<file path="src/rtl/intr_poll_pkg.sv">
package intr_poll_pkg;

    localparam int NUM_SRC = 11;
    localparam int ID_W    = 4;
    localparam int NUM_GEN = 5;

    // polling order: lower index is polled first
    localparam int SRC_GEN0 = 0;
    localparam int SRC_RXV  = 5;
    localparam int SRC_RXE  = 6;
    localparam int SRC_TXV  = 7;
    localparam int SRC_TXE  = 8;
    localparam int SRC_DMA0 = 9;
    localparam int SRC_DMA1 = 10;

    typedef struct packed {
        logic            hit;
        logic [ID_W-1:0] id;
    } win_t;

endpackage

</file>
<file path="src/rtl/ip_flag_select.sv">
module ip_flag_select
    import intr_poll_pkg::*;
#(
    parameter int RXE_W = 3,
    parameter int TXE_W = 3
) (
    input  logic [NUM_GEN-1:0] gen_flag,
    input  logic               rx_fifo_ne,
    input  logic               rx_done,
    input  logic               tx_fifo_nf,
    input  logic               tx_done,
    input  logic [RXE_W-1:0]   rx_err,
    input  logic [TXE_W-1:0]   tx_err,
    input  logic               dma0_done,
    input  logic               dma1_done,
    input  logic               dma_mode,
    output logic [NUM_SRC-1:0] req_raw
);

    logic rxv, txv;

    // valid sources: FIFO level in software mode, done flag in DMA mode
    always_comb begin
        rxv = dma_mode ? rx_done : rx_fifo_ne;
        txv = dma_mode ? tx_done : tx_fifo_nf;
    end

    for (genvar g = 0; g < NUM_GEN; g++) begin : g_gen
        assign req_raw[SRC_GEN0 + g] = gen_flag[g];
    end

    assign req_raw[SRC_RXV]  = rxv;
    assign req_raw[SRC_RXE]  = |rx_err;
    assign req_raw[SRC_TXV]  = txv;
    assign req_raw[SRC_TXE]  = |tx_err;
    assign req_raw[SRC_DMA0] = dma0_done;
    assign req_raw[SRC_DMA1] = dma1_done;

endmodule

</file>
<file path="src/rtl/ip_sample_stage.sv">
module ip_sample_stage
    import intr_poll_pkg::*;
(
    input  logic               clk,
    input  logic               rst_n,
    input  logic               mc_sample,
    input  logic [NUM_SRC-1:0] req_raw,
    output logic [NUM_SRC-1:0] req_smp
);

    typedef struct packed {
        logic [NUM_SRC-1:0] flags;
    } smp_t;

    smp_t smp_d, smp_q;

    always_comb begin
        smp_d = smp_q;
        if (mc_sample) begin
            smp_d.flags = req_raw;
        end
    end

    always_ff @(posedge clk or negedge rst_n) begin
        if (!rst_n) begin
            smp_q <= '0;
        end else begin
            smp_q <= smp_d;
        end
    end

    assign req_smp = smp_q.flags;

endmodule

</file>
<file path="src/rtl/ip_poll_arbiter.sv">
module ip_poll_arbiter
    import intr_poll_pkg::*;
(
    input  logic [NUM_SRC-1:0] req_smp,
    input  logic [NUM_SRC-1:0] src_en,
    input  logic [NUM_SRC-1:0] src_pri,
    input  logic               glob_en,
    output win_t               win
);

    logic [NUM_SRC-1:0] live;
    logic [NUM_SRC-1:0] hi_live;
    logic [NUM_SRC-1:0] cand;

    always_comb begin
        live    = req_smp & src_en & {NUM_SRC{glob_en}};
        hi_live = live & src_pri;
        // high level pre-empts the whole low level
        cand    = (|hi_live) ? hi_live : live;
        win.hit = |cand;
        win.id  = '0;
        // scan from the back so the lowest set index ends up in win.id
        for (int i = NUM_SRC - 1; i >= 0; i--) begin
            if (cand[i]) begin
                win.id = ID_W'(i);
            end
        end
    end

endmodule

</file>
<file path="src/rtl/ip_vector_hold.sv">
module ip_vector_hold
    import intr_poll_pkg::*;
#(
    parameter int          VEC_W    = 16,
    parameter int unsigned VEC_BASE = 3,
    parameter int unsigned VEC_STEP = 8
) (
    input  logic             clk,
    input  logic             rst_n,
    input  logic             mc_sample,
    input  logic             ack,
    input  win_t             win,
    output logic             irq,
    output logic [VEC_W-1:0] vec,
    output logic [ID_W-1:0]  src_id
);

    typedef struct packed {
        logic             irq;
        logic [ID_W-1:0]  id;
        logic [VEC_W-1:0] vec;
    } hold_t;

    hold_t hold_d, hold_q;
    logic  free;

    always_comb begin
        hold_d = hold_q;
        free   = !hold_q.irq || ack;
        if (mc_sample && free) begin
            hold_d.irq = win.hit;
            hold_d.id  = win.hit ? win.id : '0;
            hold_d.vec = win.hit ? (VEC_W'(VEC_BASE) + VEC_W'(win.id) * VEC_W'(VEC_STEP))
                                 : '0;
        end else if (ack) begin
            hold_d.irq = 1'b0;
        end
    end

    always_ff @(posedge clk or negedge rst_n) begin
        if (!rst_n) begin
            hold_q <= '0;
        end else begin
            hold_q <= hold_d;
        end
    end

    assign irq    = hold_q.irq;
    assign vec    = hold_q.vec;
    assign src_id = hold_q.id;

endmodule

</file>
<file path="src/rtl/intr_poller.sv">
module intr_poller
    import intr_poll_pkg::*;
#(
    parameter int          RXE_W    = 3,
    parameter int          TXE_W    = 3,
    parameter int          VEC_W    = 16,
    parameter int unsigned VEC_BASE = 3,
    parameter int unsigned VEC_STEP = 8
) (
    input  logic               clk,
    input  logic               rst_n,
    input  logic               mc_sample,
    input  logic [4:0]         gen_flag,
    input  logic               rx_fifo_ne,
    input  logic               rx_done,
    input  logic               tx_fifo_nf,
    input  logic               tx_done,
    input  logic [RXE_W-1:0]   rx_err,
    input  logic [TXE_W-1:0]   tx_err,
    input  logic               dma0_done,
    input  logic               dma1_done,
    input  logic               dma_mode,
    input  logic               glob_en,
    input  logic [10:0]        src_en,
    input  logic [10:0]        src_pri,
    input  logic               ack,
    output logic               irq,
    output logic [VEC_W-1:0]   vec,
    output logic [3:0]         src_id
);

    logic [NUM_SRC-1:0] req_raw;
    logic [NUM_SRC-1:0] req_smp;
    win_t               win;

    ip_flag_select #(.RXE_W(RXE_W), .TXE_W(TXE_W)) u_sel (
        .gen_flag   (gen_flag),
        .rx_fifo_ne (rx_fifo_ne),
        .rx_done    (rx_done),
        .tx_fifo_nf (tx_fifo_nf),
        .tx_done    (tx_done),
        .rx_err     (rx_err),
        .tx_err     (tx_err),
        .dma0_done  (dma0_done),
        .dma1_done  (dma1_done),
        .dma_mode   (dma_mode),
        .req_raw    (req_raw)
    );

    ip_sample_stage u_smp (
        .clk       (clk),
        .rst_n     (rst_n),
        .mc_sample (mc_sample),
        .req_raw   (req_raw),
        .req_smp   (req_smp)
    );

    ip_poll_arbiter u_arb (
        .req_smp (req_smp),
        .src_en  (src_en),
        .src_pri (src_pri),
        .glob_en (glob_en),
        .win     (win)
    );

    ip_vector_hold #(
        .VEC_W    (VEC_W),
        .VEC_BASE (VEC_BASE),
        .VEC_STEP (VEC_STEP)
    ) u_hold (
        .clk       (clk),
        .rst_n     (rst_n),
        .mc_sample (mc_sample),
        .ack       (ack),
        .win       (win),
        .irq       (irq),
        .vec       (vec),
        .src_id    (src_id)
    );

endmodule

</file>
<file path="config.mk">
export PLATFORM = sky130hd
export DESIGN_NAME = intr_poller
export DESIGN_NICKNAME = d
export VERILOG_FILES = /design/src/rtl/intr_poll_pkg.sv /design/src/rtl/ip_flag_select.sv /design/src/rtl/ip_sample_stage.sv /design/src/rtl/ip_poll_arbiter.sv /design/src/rtl/ip_vector_hold.sv /design/src/rtl/intr_poller.sv
export SDC_FILE = /design/constraint.sdc
export NUM_CORES = 1
export LEC_CHECK = 0
export ABC_AREA = 0
export BUFFER_PORTS_ARGS = -buffer_cell sky130_fd_sc_hd__clkbuf_2
export CORE_MARGIN = 2
export CORE_UTILIZATION = 40
export CTS_CLUSTER_DIAMETER = 50
export DETAILED_ROUTE_END_ITERATION = 16
export PLACE_DENSITY = 0.76
export SLEW_MARGIN = 40
export SYNTH_ARGS = -nofsm -noshare
export SYNTH_HDL_FRONTEND = slang
export SYNTH_SLANG_ARGS = --single-unit
</file>
<file path="constraint.sdc">
create_clock -name clk -period 2.95 [get_ports clk]
set_clock_uncertainty 0.05 [all_clocks]
set_input_delay 0.7375 -clock clk [delete_from_list [all_inputs] [get_ports clk]]
set_output_delay 0.7375 -clock clk [all_outputs]
set_load 0.02 [all_outputs]
</file>
; ---- Word level (Yosys, flattened, before mapping)
; Index checks and enable logic that the tools add are counted.
[classes]
n_bitwise = 3
add_sub_neg = 1
reduce_logical = 8
n_mux = 18
[op_table]
columns = operator, count
row1 = $mux W4, 12
row2 = $and A11 B11 Y11, 3
row3 = $reduce_or A11 Y1, 2
row4 = $mux W16, 1
row5 = $mux W11, 1
row6 = $add A2 B7 Y8 const A, 1
row7 = $reduce_or A3 Y1, 2
row8 = $mux W1, 4
row9 = $reduce_bool A2 Y1, 1
row10 = $logic_and A1 B1 Y1, 1
row11 = $logic_not A1 Y1, 1
row12 = $logic_or A1 B1 Y1, 1
[word_totals]
register_bits = 32
word_cells = 34

; ---- Longest topological paths before layout
; Gate-level depths: netlist of run 1.
[depth]
word_depth = 18
mapped_depth = 9
depth_no_buf = 7

; ---- Modules after synthesis
; Synthesis of run 1 repeated with hierarchy kept, for this count alone.
[unflattened]
hier_cells = 136
hier_area_um2 = 1373.8
[modules_own_cells]
columns = mod, seq_area_each_um2, n_inst, area_per_inst_um2, cells_each
row1 = ip_poll_arbiter, 0.0, 1, 449.2, 65
row2 = ip_sample_stage, 275.3, 1, 447.9, 23
row3 = ip_vector_hold, 150.1, 1, 374.1, 35
row4 = ip_flag_select, 0.0, 1, 102.6, 13

; ---- Least setup slack after synthesis of run 1
; No wires, ideal clock.
[synth_timing]
path_type = input-to-reg
from = input port glob_en
to = register u_hold.hold_q (netlist bit u_hold.src_id[1])
required_time_ps = 2808
path_buffers = 1
path_slack_ps = 668
stages = 8
arrival_ps = 2140
path_cell_list = and3_4 a22o_4 nor4_4 buf_6 o2111ai_1 o22ai_1 a32oi_1 o31ai_2
[synth_between]
elab_chain_len = 16
word_cells_on_any_way = 17
cone_classes = 13 x mux / 2 x bitwise / 2 x reduce/logical
[synth_lines]
columns = item, line_no
row1 = from (decl), intr_poller.sv:23  ; input logic glob_en,
row2 = $and A11 B11 Y11 *, ip_poll_arbiter.sv:16  ; live = req_smp & src_en & {NUM_SRC{glob_en}};
row3 = $and A11 B11 Y11, ip_poll_arbiter.sv:17  ; hi_live = live & src_pri;
row4 = $reduce_or A11 Y1, ip_poll_arbiter.sv:19  ; cand = (|hi_live) ? hi_live : live;
row5 = $mux W11 *, ip_poll_arbiter.sv:19
row6 = $mux W4 (11 in series), ip_poll_arbiter.sv:24  ; if (cand[i]) begin
row7 = $mux W4 *, ip_vector_hold.sv:32  ; hold_d.id = win.hit ? win.id : '0;
row8 = to (signal assigned), ip_vector_hold.sv:44  ; hold_q <= hold_d;
row9 = to (decl), ip_vector_hold.sv:24  ; hold_t hold_d, hold_q;
; Every way passes the cells marked *; elsewhere a longest branch is shown, timed or not.
; A chain may end at the register's enable or synchronous reset.

; ---- Worst setup path in the final report of run 1
; Ends and elaborated chain as after synthesis.

==> run_results.csv, run 1 <==
group,metric,value,unit
logic_synthesis,synth_cells,136,
routing,drc,0,
logic_synthesis,ys_seq_elements,17,
placed_design,dp_slack,284,ps
sta,final-hold-violation-count,0,
cts,cts_buffer_depth,2,
layout,layout-drive-gt1-share,0.396,
worst_setup_path,worst-endpoint-arrival,2490,ps
worst_setup_path,crit_slowest_cell,"a2111o_1",
placed_design,dp_hpwl,2520,um
worst_setup_path,path_buf_inv,2,
worst_setup_path,worstSetupStartpointType,"input pin",
layout,mostFrequentLayoutCells,"clkbuf_2, nand2_1, dfrtp_1",
worst_setup_path,reg2reg_from,"u_smp.req_smp[7]",
layout,multiInputGateArea,709,sq um
worst_setup_path,reg2reg_slack,800,ps
cts,cts_sinks,17,
routing,dr.pass1.iters,4,
cts,cts_buffers,3,
floorplan,fp-row-count,20,
worst_setup_path,r2r-end,"u_hold.src_id[1]",
cts,postCtsSetupRepairBufs,0,
sta,timing.final.ws_setup,598,ps
cts,cts_tree,"yes",
logic_synthesis,syn-cell-area,0.00124,sq mm
global_routing,grt_max_degree,19,
worst_hold_path,hp-class,"input pin to async pin",
worst_setup_path,worst-endpoint-required,3090,ps
logic_synthesis,yosys-top-cells-area,"dfrtp_1, buf_4, mux2_2",
sta,max_freq,0.425,GHz
worst_setup_path,critPathMaxStageDelay,370,ps
floorplan,die_y,59.8,um
pwr,powerDensity,439,mW/mm^2
logic_synthesis,syn_area_per_cell,9.14,sq um
global_routing,grt_pass1_vias,1114,
logic_synthesis,yosysTopAreaCell,"dfrtp_1",
flow_run,cap_viol_max_count,0,
layout,nNetsFinal,233,
worst_setup_path,worstSetupPathType,"input pin to flop",
global_routing,grt.total_usage,0.182,
layout,fill_cells,297,
global_routing,grt_pass1_wl,4910,um
sta,drv_slew,0,
logic_synthesis,ys_types,47,
sta,setup_viol,0,
cts,cts.repair.resized,0,
floorplan,core-area,0.00300,sq mm
cts,cts-root-buf,"clkbuf_4",
pwr,peakVddDrop,263,uV
cts,cts.reportedPaths.clkPinSlew,100,ps
worst_setup_path,cp-end-kind,"flop",
floorplan,die_area,0.00357,sq mm
routing,num_vias,1196,
floorplan,io_pins,66,
placed_design,port_buffers,55,
placed_design,placed_cells,216,
cts,holdBufCountCts,0,
sta,rsz0062_at_grt,"no",
layout,final_common_cell,"clkbuf_2",
routing,wl_per_cell,13.7,um
cts,h-tree-depth,1,
logic_synthesis,yosys_warnings,0,
floorplan,start_util,0.414,
routing,viasPerCell,5.44,
routing,wirelength,3010,um
layout,antenna_cells,0,
logic_synthesis,synth_top_area_frac,0.342,
pwr,p_leak,0.764,nW
sta,period_share,0.797,
routing,drtIter0Drc,52,
logic_synthesis,synth_seq_area_share,0.342,
placed_design,gp_congestion,0.864,
routing,drtAntennaViolNets,0,
global_routing,overflow,0,
sta,tns,0,ps
floorplan,die_w,59.8,um
layout,regArea,425,sq um
sta,period_minus_slack,2350,ps
layout,area_delta_synth_final,20.3,%
global_routing,antenna_found_initial,0,
worst_setup_path,crit_family,"compound AO/OA/AOI/OAI gates",
cts,clk_latency,290,ps
worst_setup_path,critical_path.cell_chain,"clkbuf_2 > and3_1 > a22o_4 > nor4_4 > buf_4 > a2111o_1 > a211o_1 > nand3_2 > o31ai_2",
worst_setup_path,ff2ff_path_depth,8,
status,status,"completed",
layout,fin_cells,220,
worst_setup_path,cp_max_fo,12,
-- logic make-up after synthesis --
| kind of cell | Yosys count | synth area share |
|---|---|---|
| buffers and inverters | 20 | 0.115 |
| other | 1 | 0.00302 |
| AO/OA/AOI/OAI | 36 | 0.232 |
| flip-flops | 17 | 0.342 |
| multiplexers | 9 | 0.0795 |
| AND/OR/NAND/NOR | 53 | 0.228 |
-- sequential cells by signal, indices dropped and copies added, names as in the netlist --
name           flops
u_smp.req_smp     11
u_hold.irq         1
u_hold.src_id      3
u_hold.vec         2
-- final cells by class --
cell class	instances	area share
Clock buffer	4	0.0176
Inverter	1	0.00251
Multi-Input combinational cell	108	0.474
Sequential cell	17	0.284
Tap cell	33	0.0276
Timing Repair Buffer	57	0.194
-- worst max-delay path by stage --
stage	cells after the start	start	to
2_1_floorplan	8	glob_en	u_hold.src_id[1]
3_3_place_gp	9	glob_en	u_hold.irq
3_5_place_dp	9	glob_en	u_hold.src_id[1]
4_1_cts	9	glob_en	u_hold.src_id[1]
5_1_grt	7	glob_en	u_hold.src_id[0]
6_report	9	glob_en	u_hold.src_id[1]
-- stage by stage --
stage	hold WS [ps]	power, mW	instance area [sq um]	utilization
after floorplan	392	0.470	1280	-
after global placement	441	0.531	1470	0.490
after detailed placement	442	0.534	1470	0.490
after CTS	318	0.663	1500	0.498
after global routing	324	0.701	1500	0.498
final	316	0.657	1500	0.498
-- power breakdown --
group / total (mW) / leakage (nW) / internal, mW / switching, mW
Clock: 0.128 / 0.0150 / 0.0526 / 0.0755
Sequential: 0.282 / 0.202 / 0.260 / 0.0221
Combinational: 0.247 / 0.547 / 0.102 / 0.145
Total: 0.657 / 0.764 / 0.415 / 0.242
-- Yosys cell counts (all sizes together) --
cell type  count
a2111o         1
a211o          1
a21o           1
a21oi          6
a221oi         1
a22o           2
a22oi          1
a31oi          2
a32oi          2
and2           2
and3           3
buf           17
clkbuf         2
conb           1
dfrtp         17
inv            1
mux2           7
mux2i          2
nand2         18
nand2b         3
nand3         10
nand3b         1
nand4          3
nor2           6
nor2b          1
nor3           2
nor3b          1
nor4           1
o2111a         1
o2111ai        4
o211a          1
o21a           1
o21ai          3
o21bai         2
o221ai         1
o22a           1
o22ai          2
o31ai          2
o41ai          1
or3            2
-- routing by layer --
layer / up-vias / global-route usage / routed length, um / part of all wire
met5: - / 0 / 0 / 0
met4: 0 / 0.0857 / 51 / 0.017
met3: 6 / 0.0173 / 170 / 0.056
met2: 52 / 0.283 / 1450 / 0.48
met1: 551 / 0.255 / 1340 / 0.45
li1: 587 / - / - / -
No activity file was read; power rests on OpenSTA's default activity.
==> run 2: changes to the inputs <==
Clock period 2.95 ns to 2.2 ns, I/O delays scaled along.
==> run 2 against run 1 <==
Clock power rose by 38%. Sequential power rose by 34%. Via count rose by 11%. Combinational power rose by 56%.
==> run_results.csv, run 2 (synthesis results as in run 1) <==
group,metric,value,unit
status,status,"completed",
sta,drv_slew,0,
routing,drc,0,
global_routing,met3_usage,0.0498,
worst_setup_path,cp-end-kind,"flop",
worst_setup_path,worstSetupPathType,"flop to flop",
placed_design,gp_congestion,0.949,
sta,setup_viol,0,
sta,period_share,0.958,
floorplan,start_util,0.414,
routing,wl_per_cell,13.3,um
pwr,powerDensity,558,mW/mm^2
routing,viasPerCell,5.44,
layout,mostFrequentLayoutCells,"clkbuf_2, buf_4, nand2_1",
global_routing,top_usage_layer,"met2",
placed_design,placedInstanceArea,0.00164,sq mm
floorplan,die_y,59.8,um
cts,cts_buffer_depth,2,
placed_design,port_buffers,55,
placed_design,placed_cells,239,
routing,drtAntennaViolNets,0,
layout,final_common_cell,"clkbuf_2",
pwr,total_power,0.940,mW
sta,rsz0062_at_grt,"yes",
worst_setup_path,cp_max_fo,4,
cts,holdBufCountCts,0,
cts,clk_latency,290,ps
floorplan,die_area,0.00357,sq mm
layout,fill_cells,278,
placed_design,dp_hpwl,2770,um
global_routing,use_met2,0.303,
global_routing,grt_pass1_wl,5330,um
floorplan,core-area,0.00300,sq mm
floorplan,fp-row-count,20,
layout,antenna_cells,0,
cts,cts-root-buf,"clkbuf_4",
global_routing,use_met1,0.261,
global_routing,grt_max_degree,18,
sta,max_freq,0.475,GHz
routing,drtIter0Drc,26,
worst_setup_path,worst-endpoint-required,2330,ps
worst_setup_path,worstSetupStartpointType,"flop",
sta,timing.final.ws_setup,93.1,ps
flow_run,cap_viol_max_count,0,
global_routing,grt.total_usage,0.196,
cts,cts_sinks,17,
pwr,peakVddDrop,329,uV
layout,fin_cells,244,
layout,largest_reg_flops,11,
cts,cts_buffers,3,
sta,final-hold-violation-count,0,
floorplan,die_w,59.8,um
placed_design,dp_slack,-217,ps
layout,nNetsFinal,257,
cts,cts_tree,"yes",
cts,cts.reportedPaths.clkPinSlew,100,ps
global_routing,overflow,0,
sta,period_minus_slack,2110,ps
routing,wirelength,3250,um
worst_setup_path,worst-endpoint-arrival,2230,ps
routing,dr.pass1.iters,4,
global_routing,grt_pass1_vias,1233,
layout,postLayoutCellArea,0.00169,sq mm
worst_hold_path,hp-class,"input pin to async pin",
pwr,p_leak,0.880,nW
sta,whs,128,ps
worst_setup_path,reg2reg_slack,90,ps
layout,area_delta_synth_final,35.5,%
routing,num_vias,1327,
global_routing,antenna_found_initial,0,
floorplan,io_pins,66,
layout,layout-drive-gt1-share,0.464,
cts,h-tree-depth,1,
-- run 2: cell types whose count changed in the layout (fill, tap and decap cells not counted) --
cell | previous run | this run
buf_4 | 2 | 26
a31oi_2 | 1 | 0
a31oi_4 | 0 | 1
-- run 2: cell type report --
| type | count | area, sq um | area share |
|---|---|---|---|
| Inverter | 1 | 3.75 | 0.00223 |
| Tap cell | 33 | 41.3 | 0.0245 |
| Timing Repair Buffer | 81 | 470 | 0.279 |
| Multi-Input combinational cell | 108 | 718 | 0.426 |
| Sequential cell | 17 | 425 | 0.252 |
| Clock buffer | 4 | 26.3 | 0.0156 |
-- run 2: worst paths after layout --
path | startpoint | end | cells past startpoint
setup / recovery | u_smp.req_smp[7] | u_hold.irq | 8
hold / removal | rst_n | u_hold.vec[1] | 1
setup reg to reg | u_smp.req_smp[7] | u_hold.irq | 8
hold reg to reg | u_hold.vec[6] | u_hold.vec[6] | 2
max in group asynchronous | rst_n | u_smp.req_smp[6] | 1
min in group clk | gen_flag[4] | u_smp.req_smp[4] | 2
-- run 2: worst max-delay path: stages (launching register included) --
cell      delay, ps
dfrtp_1         400
nand3_1         180
a31oi_4         250
nor4_4           80
buf_4           150
a2111o_1        380
a211o_1         300
nand3_2         110
nand2_1          80
-- run 2: timing repair --
action	in CTS	in global routing
buffers inserted	0	1
resized for setup	0	1
setup endpoints to repair	0	4
-- run 2: per-stage QoR --
stage	TNS, ps	util
final	0	0.561
after global routing	-37.8	0.561
after CTS	0	0.556
after detailed placement	-775	0.547
after global placement	-498	0.547
after floorplan	0	-
-- run 2: metal layers --
metal	routed length, um	vias to the layer above	part of all wire
met5	0	-	0
met4	78	0	0.024
met3	263	8	0.081
met2	1520	67	0.47
met1	1380	614	0.43
li1	-	638	-
-- run 2: power by group --
| part | total [mW] | internal [mW] | switching [mW] |
|---|---|---|---|
| Clock | 0.176 | 0.0705 | 0.105 |
| Sequential | 0.378 | 0.349 | 0.0293 |
| Combinational | 0.386 | 0.178 | 0.208 |
| Total | 0.940 | 0.597 | 0.343 |
==> run 3: changes to the inputs <==
Settings changed: ABC_AREA 0 to 1, PLACE_DENSITY 0.76 to 0.77.
==> run 3 against run 2 <==
First-iteration DRC count up 7.7%. Clock power about the same. Critical path depth up 9. Global-route usage down 2.6 points. Via count down 8.2%. Sequential cell count unchanged. Power down 0.67%. Non-clock buffer count down 17. Area after synthesis down 0.30%. Highest routed layer unchanged. Count of clock-buffer cells in the layout unchanged. Core utilization down 4.8 points. Die area down 0.28%. Largest power group is now registers.
==> run_results.csv, run 3 <==
group,metric,value,unit
cts,postCtsSetupRepairBufs,0,
sta,maxSlewHeadroom,0.580,
logic_synthesis,synth_top_area_frac,0.343,
routing,drtAntennaViolNets,0,
logic_synthesis,syn_area_per_cell,7.38,sq um
pwr,p_int,0.568,mW
routing,num_vias,1218,
routing,wirelength,2690,um
floorplan,core-area,0.00300,sq mm
cts,cts.reportedPaths.clkPinSlew,100,ps
global_routing,overflow,0,
flow_run,cap_viol_max_count,0,
global_routing,grt_pass1_wl,4550,um
floorplan,start_util,0.413,
status,status,"completed",
logic_synthesis,ys_seq_elements,17,
pwr,clock_power_share,0.185,
worst_setup_path,worst-endpoint-arrival,2100,ps
logic_synthesis,yosys_warnings,0,
pwr,p_seq_frac,0.422,
cts,cts_sinks,17,
floorplan,die_area,0.00356,sq mm
logic_synthesis,ys_top_cells_by_count,"nand2_1, dfrtp_1, buf_4, inv_1, nand3_1",
placed_design,dp_hpwl,2310,um
layout,layout-drive-gt1-share,0.376,
sta,period_minus_slack,1950,ps
floorplan,io_pins,66,
logic_synthesis,synth_most_common_cell,"nand2_1",
logic_synthesis,yosys-top-cells-area,"dfrtp_1, nand2_1, buf_4",
sta,tns,0,ps
cts,cts.repair.resized,0,
floorplan,die_w,59.7,um
pwr,p_sw_frac,0.391,
sta,worst_pin_slew,623,ps
worst_setup_path,ff2ff_path_depth,16,
layout,fin_cells,259,
pwr,switchingPower,0.365,mW
worst_setup_path,setup.worst_path.start,"glob_en",
global_routing,grt.total_usage,0.170,
worst_setup_path,crit_slowest_cell,"clkbuf_2",
sta,period_share,0.885,
routing,drc,0,
worst_hold_path,hp-class,"input pin to async pin",
worst_setup_path,r2r-end,"u_hold.src_id[0]",
layout,nNetsFinal,272,
logic_synthesis,synth_edf_count,0,
cts,cts-root-buf,"clkbuf_4",
sta,setup_viol,0,
placed_design,gp_congestion,0.846,
routing,viasPerCell,4.70,
layout,mostFrequentLayoutCells,"nand2_1, clkbuf_2, dfrtp_1",
sta,timing.final.ws_setup,252,ps
pwr,total_power,0.933,mW
logic_synthesis,yosysTopAreaCell,"dfrtp_1",
cts,clk_latency,300,ps
worst_setup_path,cp-end-kind,"flop",
layout,area_delta_synth_final,24.3,%
logic_synthesis,syn-cell-area,0.00124,sq mm
sta,drv_slew,0,
cts,holdBufCountCts,0,
pwr,combPwrFrac,0.393,
worst_setup_path,cpMostUsedCell,"nand2_1",
logic_synthesis,synth_cells,168,
floorplan,die_y,59.7,um
routing,wl_per_cell,10.4,um
floorplan,fp-row-count,20,
global_routing,grt_max_degree,20,
layout,fin_util,0.513,
placed_design,placed_cells,255,
routing,dr.pass1.iters,4,
global_routing,antenna_found_initial,0,
sta,rsz0062_at_grt,"no",
logic_synthesis,synthArstFlopShare,1.00,
sta,max_freq,0.513,GHz
worst_setup_path,cp_max_fo,19,
sta,final-hold-violation-count,0,
logic_synthesis,ys_types,26,
pwr,p_leak,0.903,nW
worst_setup_path,worstSetupPathType,"input pin to flop",
worst_setup_path,reg2reg_from,"u_smp.req_smp[1]",
worst_setup_path,worst-endpoint-required,2350,ps
worst_setup_path,critical_path.cell_chain,"clkbuf_2 > nand4_2 > nand2_1 > nor2_2 > nand3_4 > nand2_1 > nand2_1 > nand2_1 > nand2_1 > nand2_1 > nand2_1 > nand2_1 > nand2_1 > nand2_1 > nand2_1 > nand2_1 > nand2_1",
pwr,peakVddDrop,374,uV
cts,cts_tree,"yes",
placed_design,dp_slack,-73.9,ps
cts,cts_buffers,3,
routing,drtIter0Drc,28,
layout,antenna_cells,0,
layout,final_common_cell,"nand2_1",
worst_setup_path,worstSetupStartpointType,"input pin",
placed_design,port_buffers,55,
worst_setup_path,reg2reg_slack,430,ps
worst_setup_path,critPathMaxStageDelay,260,ps
layout,largest_reg_flops,11,
cts,cts_buffer_depth,2,
pwr,powerDensity,606,mW/mm^2
logic_synthesis,synth_seq_area_share,0.343,
worst_setup_path,critPathCapture,"u_hold.src_id[0]",
global_routing,grt_pass1_vias,1121,
cts,h-tree-depth,1,
logic_synthesis,yosys_most_used_dff,"dfrtp_1",
## run 3: cell count changes after synthesis, sizes merged, moves of 3 or more
cell     change
and3         -3
nand3        +4
mux2         -7
o2111ai      -4
nand2       +40
o21ai       +10
a21oi        -6
nor2         +5
nand2b       -3
nand4        +9
o21a         +4
inv          +9
## run 3: worst min-delay path by stage
stage / from / end / cells past startpoint
after floorplan: rst_n / u_hold.irq / 0
after global placement: u_smp.req_smp[0] / u_smp.req_smp[0] / 2
after detailed placement: u_smp.req_smp[0] / u_smp.req_smp[0] / 2
after CTS: rst_n / u_smp.req_smp[5] / 1
after global routing: rst_n / u_smp.req_smp[7] / 1
final: rst_n / u_smp.req_smp[7] / 1
## run 3: cell families (layout without fill, tap and decap cells)
group,Yosys count,after routing,synth area share
AND/OR/NAND/NOR,97,97,0.394
flip-flops,17,17,0.343
buffers and inverters,31,80,0.151
AO/OA/AOI/OAI,22,22,0.109
other,1,10,0.00302
## run 3: power by group through the flow
| stage | sequential [mW] | combinational, mW | clock, mW |
|---|---|---|---|
| after CTS | 0.395 | 0.371 | 0.178 |
| after global routing | 0.403 | 0.413 | 0.196 |
| final | 0.394 | 0.366 | 0.173 |
| after global placement | 0.399 | 0.367 | 0 |
| after detailed placement | 0.401 | 0.370 | 0 |
| after floorplan | 0.429 | 0.246 | 0 |
## run 3: through the flow
step                      cell area, sq um  hold WS [ps]
final                                 1540           118
after global routing                  1540           139
after CTS                             1540           130
after detailed placement              1520           439
after global placement                1520           438
after floorplan                       1270           204
## run 3: final cells by class
| type | instances | area, sq um |
|---|---|---|
| tap | 33 | 41.3 |
| sequential | 17 | 425 |
| clock buffer | 4 | 26.3 |
| multi-input combinational | 129 | 661 |
| fill | 312 | 1460 |
| inverter | 12 | 45.0 |
| timing repair buffer | 64 | 343 |
## run 3: layer usage
metal / GRT usage / vias to the layer above / wire (um)
met5: 0 / - / 0
li1: - / 651 / -
met4: 0.0857 / 0 / 60
met1: 0.213 / 527 / 1130
met2: 0.276 / 35 / 1330
met3: 0.0346 / 5 / 164
## run 3: critical path, delay by kind of cell
kind	cells	cell delay, ps
buf+inv	1	260
simple gates	16	1260
